==> src/rtl/csel_pkg.sv <==
package csel_pkg;
    localparam int NCH    = 4;
    localparam int IDX_W  = $clog2(NCH);
    localparam int ADDR_W = 24;
    localparam int CMP_LO = 13;
    localparam int FLD_W  = ADDR_W - CMP_LO;
    localparam int WAIT_W = 4;
    localparam int WORD_W = 32;

    typedef struct packed {
        logic [WAIT_W-1:0] waits;
        logic              ack_en;
        logic              en;
        logic [FLD_W-1:0]  mask;
        logic [FLD_W-1:0]  base;
    } chan_cfg_t;

    localparam int CFG_W = $bits(chan_cfg_t);

    function automatic logic [WORD_W-1:0] cfg_to_word(chan_cfg_t c);
        return {{(WORD_W-CFG_W){1'b0}}, c};
    endfunction

    function automatic chan_cfg_t word_to_cfg(logic [WORD_W-1:0] w);
        return chan_cfg_t'(w[CFG_W-1:0]);
    endfunction
endpackage

==> src/rtl/csel_regs.sv <==
module csel_regs
    import csel_pkg::*;
(
    input  logic                       clk,
    input  logic                       rst,
    input  logic                       wr,
    input  logic [IDX_W-1:0]           sel,
    input  logic [WORD_W-1:0]          wdata,
    output logic [WORD_W-1:0]          rdata,
    output chan_cfg_t [NCH-1:0]        cfg
);
    always_ff @(posedge clk) begin
        if (rst) begin
            cfg <= '0;
        end else if (wr) begin
            cfg[sel] <= word_to_cfg(wdata);
        end
    end

    assign rdata = cfg_to_word(cfg[sel]);

    generate
        for (genvar i = 0; i < NCH; i++) begin : g_chk
            assert_reset_clears_R10: assert property (@(posedge clk)
                $past(rst) |-> !cfg[i].en);
        end
    endgenerate
endmodule

==> src/rtl/csel_match.sv <==
module csel_match
    import csel_pkg::*;
(
    input  logic [ADDR_W-1:0]   addr,
    input  chan_cfg_t [NCH-1:0] cfg,
    output logic                hit,
    output logic [IDX_W-1:0]    win
);
    logic [NCH-1:0] hit_v;
    logic [FLD_W-1:0] upper;

    assign upper = addr[ADDR_W-1:CMP_LO];

    generate
        for (genvar i = 0; i < NCH; i++) begin : g_cmp
            assign hit_v[i] = cfg[i].en &&
                (((upper ^ cfg[i].base) & ~cfg[i].mask) == '0);
        end
    endgenerate

    always_comb begin
        hit = 1'b0;
        win = '0;
        for (int i = NCH - 1; i >= 0; i--) begin
            if (hit_v[i]) begin
                hit = 1'b1;
                win = IDX_W'(i);
            end
        end
    end
endmodule

==> src/rtl/csel_ackgen.sv <==
module csel_ackgen
    import csel_pkg::*;
(
    input  logic              clk,
    input  logic              rst,
    input  logic              start,
    input  logic              as_low,
    input  logic              ack_en,
    input  logic [WAIT_W-1:0] waits,
    output logic              ack
);
    logic              active;
    logic [WAIT_W-1:0] cnt;

    always_ff @(posedge clk) begin
        if (rst) begin
            active <= 1'b0;
            cnt    <= '0;
            ack    <= 1'b0;
        end else if (!as_low) begin
            active <= 1'b0;
            ack    <= 1'b0;
        end else if (start) begin
            active <= ack_en;
            cnt    <= waits;
            ack    <= 1'b0;
        end else if (active && !ack) begin
            if (cnt == '0) ack <= 1'b1;
            else           cnt <= cnt - 1'b1;
        end
    end

    assert_ack_held_R8: assert property (@(posedge clk) disable iff (rst)
        (ack && as_low) |=> ack);
    assert_ack_needs_enable_R9: assert property (@(posedge clk) disable iff (rst)
        $rose(ack) |-> $past(active));
endmodule

==> src/rtl/csel_top.sv <==
module csel_top
    import csel_pkg::*;
(
    input  logic              clk,
    input  logic              rst,
    input  logic [23:0]       addr,
    input  logic              as_n,
    input  logic              reg_wr,
    input  logic [1:0]        reg_sel,
    input  logic [31:0]       reg_wdata,
    output logic [31:0]       reg_rdata,
    output logic [3:0]        cs_n,
    output logic              ack_n
);
    chan_cfg_t [NCH-1:0] cfg;
    logic                hit;
    logic [IDX_W-1:0]    win;
    logic                busy;
    logic [NCH-1:0]      cs_q;
    logic                as_low;
    logic                start;
    logic                ack;

    assign as_low = !as_n;
    assign start  = as_low && !busy;

    csel_regs u_regs (
        .clk(clk), .rst(rst), .wr(reg_wr), .sel(reg_sel),
        .wdata(reg_wdata), .rdata(reg_rdata), .cfg(cfg)
    );

    csel_match u_match (
        .addr(addr), .cfg(cfg), .hit(hit), .win(win)
    );

    always_ff @(posedge clk) begin
        if (rst) begin
            busy <= 1'b0;
            cs_q <= '0;
        end else if (!as_low) begin
            busy <= 1'b0;
            cs_q <= '0;
        end else if (start) begin
            busy <= 1'b1;
            cs_q <= hit ? (NCH'(1) << win) : '0;
        end
    end

    csel_ackgen u_ack (
        .clk(clk), .rst(rst), .start(start), .as_low(as_low),
        .ack_en(hit && cfg[win].ack_en), .waits(cfg[win].waits),
        .ack(ack)
    );

    assign cs_n  = ~cs_q;
    assign ack_n = ~ack;

    assert_cs_after_strobe_R4: assert property (@(posedge clk) disable iff (rst)
        (|(~cs_n)) |-> $past(!as_n));
    assert_cs_release_R4: assert property (@(posedge clk) disable iff (rst)
        as_n |=> (&cs_n));
    assert_single_select_R6: assert property (@(posedge clk) disable iff (rst)
        $onehot0(~cs_n));
    assert_ack_with_select_R11: assert property (@(posedge clk) disable iff (rst)
        !ack_n |-> (|(~cs_n)));
endmodule

==> config.mk <==
export PLATFORM = sky130hd
export DESIGN_NAME = csel_top
export DESIGN_NICKNAME = d
export VERILOG_FILES = /design/src/rtl/csel_pkg.sv /design/src/rtl/csel_regs.sv /design/src/rtl/csel_match.sv /design/src/rtl/csel_ackgen.sv /design/src/rtl/csel_top.sv
export SDC_FILE = /design/constraint.sdc
export NUM_CORES = 1
export LEC_CHECK = 0
export CELL_PAD_IN_SITES_DETAIL_PLACEMENT = 1
export CELL_PAD_IN_SITES_GLOBAL_PLACEMENT = 1
export CORE_UTILIZATION = 35
export DETAILED_ROUTE_END_ITERATION = 10
export DONT_BUFFER_PORTS = 1
export GPL_ROUTABILITY_DRIVEN = 0
export PLACE_DENSITY = 0.68
export SKIP_LAST_GASP = 1
export SYNTH_ARGS = -nofsm -noshare
export SYNTH_HDL_FRONTEND = slang
export SYNTH_SLANG_ARGS = --single-unit
==> constraint.sdc <==
create_clock -name clk -period 4.87 [get_ports clk]
set_clock_uncertainty 0.05 [all_clocks]
set_input_delay 0.974 -clock clk [delete_from_list [all_inputs] [get_ports clk]]
set_output_delay 0.974 -clock clk [all_outputs]
set_load 0.005 [all_outputs]
[Yosys cells after proc, flatten, opt, wreduce, memory -nomap -nowiden]
Cells that the tools add are included.
Storage, ports and cells
  bits in registers: 123
  input port bits: 62
  output and inout bits: 37
Operators by class
  add/subtract/negate cells: 1
  magnitude comparators: 3
  eq/ne operators: 1
  shift operators: 1
  multiplexer cells: 19
  bitwise gates (word level): 15
  reduce and logical (&&, ||, !) cells: 21
Operators with widths (number)
  $bmux W28 S2: 2
  $bwmux W112: 1
  $mux W28: 3
  $demux W28 S2: 1
  $and A11 B11 Y11: 4
  $logic_not A11 Y1: 4
  $not A11 Y11: 4
  $xor A11 B11 Y11: 4
  $mux W4: 4
  $logic_and A1 B1 Y1: 8
  $mux W2: 4
  $lt A2 B3 Y1 const B: 2
  $logic_not A4 Y1: 1
  $mux W1: 4
  $not A4 Y4: 1
  $shl A1 B2 Y4 const A: 1
  $sub A4 B1 Y4 const B: 1
  $logic_not A1 Y1: 3
  $reduce_and A3 Y1: 1
  $reduce_or A3 Y1: 1
  $ge A2 B1 Y1 const B: 1
  $ne A2 B2 Y1 const B: 1
  $not A1 Y1: 2
  $reduce_and A2 Y1: 1
  2 further kinds: 2

[Logic depth before layout (Yosys ltp)]
  depth after elaboration: 11
  depth in mapped cells: 10
  mapped depth without buffers: 9

[Hierarchy]
A second synthesis with hierarchy kept.
Second synthesis, totals
  cells, all modules: 603
  area, all modules: 6616.3 um^2
Modules (own cells, without submodules)
  csel_regs: instances 1, cells each 438, area each 5182.5 um^2, sequential area each 2242.2 um^2
  csel_match: instances 1, cells each 94, area each 735.7 um^2, sequential area each 0.0 um^2
  csel_top: instances 1, cells each 30, area each 351.6 um^2, sequential area each 100.1 um^2
  csel_ackgen: instances 1, cells each 41, area each 346.6 um^2, sequential area each 120.1 um^2

[Worst setup path before layout]
Ideal clock, no wire load.
  path kind: in2out
  from: input reg_sel[0]
  to: output reg_rdata[13]
  data arrival time: 2.264 ns
  setup slack: 1.582 ns
  cell stages on the path: 4
  path through: clkbuf_1 -> clkbuf_1 -> buf_1 -> mux4_2
On the way
  word-level cells in the longest chain between the ends: 2
Ends and longest elaborated chain
  start, declared: line csel_top.sv:9  | input logic [1:0] reg_sel,
  $bmux W28 S2: line csel_regs.sv:20  | assign rdata = cfg_to_word(cfg[sel]);
  $mux W28 (not written as such): line csel_regs.sv:20
  end, declared: line csel_top.sv:11  | output logic [31:0] reg_rdata,
Every way passes these cells. The select of a mux whose other input is x is not followed.

[Final worst setup path]
  from: input addr[20]
  to: register u_ack.cnt[2]
On the way
  word-level cells in the longest chain between the ends: 11
  elaborated cells between the ends (all ways): 23
  those cells by class: mux: 7; bitwise: 8; reduce/logical: 8
Ends and longest elaborated chain
  start, declared: line csel_top.sv:6  | input logic [23:0] addr,
  $xor A11 B11 Y11: line csel_match.sv:17  | (((upper ^ cfg[i].base) & ~cfg[i].mask) == '0);
  $and A11 B11 Y11: line csel_match.sv:17
  $logic_not A11 Y1: line csel_match.sv:17
  $logic_and A1 B1 Y1: line csel_match.sv:16  | assign hit_v[i] = cfg[i].en &&
  $mux W2 (3 in series): line csel_match.sv:25  | if (hit_v[i]) begin
  $mux W2 *: line csel_match.sv:25
  $bmux W28 S2 *: line csel_top.sv:51  | .ack_en(hit && cfg[win].ack_en), .waits(cfg[win].waits),
  $mux W28 (not written as such) *: line csel_top.sv:51
  $mux W4 *: line csel_ackgen.sv:23  | end else if (start) begin
  end signal, assigned: line csel_ackgen.sv:25  | cnt <= waits;
  end signal, assigned: line csel_ackgen.sv:29  | else cnt <= cnt - 1'b1;
  end, declared: line csel_ackgen.sv:13  | logic [WAIT_W-1:0] cnt;
Every way passes the cells marked *; elsewhere a longest branch is shown, timed or not. The select of a mux whose other input is x is not followed.
A chain may end at the register's enable or synchronous reset.

==> reports/qor.txt <==
Status: finished clean
H-tree depth: 4
ANT nets after route: 0
Nets: 750
Drt first pass iters: 4
Drt wl/cell: 22.2 microns
Worst Path Arrival: 2.89 ns
Max clock buf depth: 2
DRT iter0 DRCs: 342
Avg Cell Area, Syn: 8.33 sq um
Worst skew pair latency: 0.43 ns
Slew headroom: 38.4%
Netlist cell types: 50
GRT Total Usage: 24.3%
Clock transition at path regs: 0.06 ns
Final slew viol count: 0
Grt ovf: 0
Period utilization: 53.7%
DRC errors left: 0
Crit end category: register
Fmax: 0.382 GHz
Layout Cells excl Fill: 919
Hold crit path type: reg2reg
Full die area: 0.0178 sq mm
CTS tree: yes
Asr flop ratio synth: 0%
Cell Rows: 47
Setup Total Neg Slack: 0 ns
Fin crit period: 2.62 ns
CTS Buf Count: 17
Worst slew pin tran: 0.924 ns
CP Data Required Time: 5.14 ns
Final setup fails: 0
Seq cells post-synth: 123
Peak supply drop: 0.261 mV
DP Wirelength: 13,400 microns
Post-cts repair resize count: 0
Die X: 133 microns
Top_reg_cell synth: dfxtp_1
First-pass GRT wire length: 32,000 microns
# Max-Cap Violations: 0
Area growth syn-to-layout: 9.77%
Post-synthesis cell area: 0.00604 sq mm
EDFF count, synth: 0
Startpoint types: primary input
Port bufs: 0
Starting density of the core: 36.2%
Avg Vias per Cell: 5.53
Initial antenna violation count: 0
Sequential area share after synthesis: 40.8%
Vias: 5,084
Cells after Synth: 725
Final Hold Fails: 0
Post-CTS Hold Buffers: 0
Largest net degree at the start of global routing: 123
Power per cell area: 376 mW/mm^2
RSZ-0062 raised after global routing: no
CTS sink count: 123
Ys Warns: 0
I/O pin total: 99
Crit path kind: in2reg
Worst Path Max Fanout: 12
Share of layout cells above drive strength 1: 11.2%
WL final: 20,400 microns
Number of diodes: 0
Dpl cells: 888
Area of the core: 0.0167 sq mm
Chip Height: 133 microns
Vias in the first global route: 5,501
Root Buffer: clkbuf_16
Post-CTS Setup Bufs: 0
LEAKAGE: 0.00212 uW
[layout by cell type, fill, tap and decap left out, types with 7 or more instances in the layout]
master,count
nand2_1,228
dfxtp_1,123
a21oi_1,116
xnor2_1,44
mux4_2,28
o22ai_1,20
clkbuf_16,17
inv_1,15
nor2_1,15
o21ai_0,7
[metal layers]
| layer | part of all wire [%] | track usage [%] |
|---|---|---|
| met1 | 41 | 28.7 |
| met2 | 50 | 41.6 |
| met3 | 6.5 | 7.53 |
| met5 | 0 | 0 |
| met4 | 1.8 | 8.08 |
[layout make-up]
cell class | count | area, sq um
sequential | 123 | 2460
clock buffer | 25 | 515
inverter | 15 | 56.3
fill | 1978 | 10100
multi-input combinational | 528 | 3250
timing repair buffer | 2 | 15.0
tap | 220 | 275
clock inverter | 6 | 60.1
[metrics by stage]
stage / total power [uW] / util [%] / instance area (sq um) / worst slack (ns) / hold WS (ns)
2_1_floorplan: 1250 / - / 6050 / 1.58 / 0.390
3_3_place_gp: 1260 / 36.3 / 6060 / 1.87 / 0.399
3_5_place_dp: 1270 / 36.3 / 6060 / 1.87 / 0.411
4_1_cts: 2520 / 39.7 / 6630 / 2.27 / 0.418
5_1_grt: 2570 / 39.7 / 6630 / 2.21 / 0.440
6_report: 2490 / 39.7 / 6630 / 2.25 / 0.424
[cell usage after synthesis, types with 3 or more instances]
cell type / instances / area share [%]
a21oi_1: 116 / 9.6
a311oi_1: 3 / 0.43
and3_1: 7 / 0.72
buf_2: 10 / 0.83
buf_4: 4 / 0.50
buf_6: 6 / 1.1
clkbuf_1: 38 / 2.4
dfxtp_1: 123 / 41
inv_1: 15 / 0.93
mux4_2: 28 / 10
nand2_1: 228 / 14
nand3_1: 3 / 0.25
nor2_1: 16 / 0.99
nor3_1: 4 / 0.33
nor3b_2: 4 / 0.83
nor4_2: 3 / 0.62
o21a_1: 4 / 0.50
o21ai_0: 7 / 0.58
o21ai_1: 4 / 0.33
o22ai_1: 20 / 2.1
xnor2_1: 44 / 6.4
[final timing paths]
check	start	endpoint	slack (ns)	depth (start not counted)
worst max-delay path	addr[20]	u_ack.cnt[2]	2.25	7
worst min-delay path	u_regs.cfg[23]	u_regs.cfg[23]	0.42	2
worst max register to register	u_regs.cfg[63]	u_ack.cnt[2]	2.43	7
worst min register to register	u_regs.cfg[23]	u_regs.cfg[23]	0.42	2
[cell families (layout without fill, tap and decap cells)]
logic type | after synthesis | after routing | share of synthesized area [%]
muxes | 29 | 29 | 10.6
other | 1 | 4 | 0.0621
adders and majority gates | 1 | 1 | 0.207
and+or+nand+nor | 283 | 283 | 20.4
xor gates and xnor gates | 47 | 47 | 7.06
DFF | 123 | 123 | 40.8
buffers and inverters | 77 | 48 | 6.03
AOI/OAI and AO/OA | 164 | 164 | 14.9
[critical path, stage by stage]
cell and delay, ns:
xnor2_1 0.38, o22ai_1 0.19, nor4_2 0.37, nand2_2 0.28, and3_1 0.25, o21a_1 0.17
o31a_1 0.26
[power breakdown]
part | internal [uW] | switching (uW)
sequential | 1040 | 30.9
combinational | 81.0 | 95.9
clock | 777 | 466
total | 1900 | 593
[registers in the layout, summed over array words and instances (netlist names)]
signal / flops
u_regs.cfg: 112
cs_q: 4
u_ack.cnt: 4
busy: 1
u_ack.ack: 1
u_ack.active: 1
Note: power is estimated with default switching activity, not from simulation.
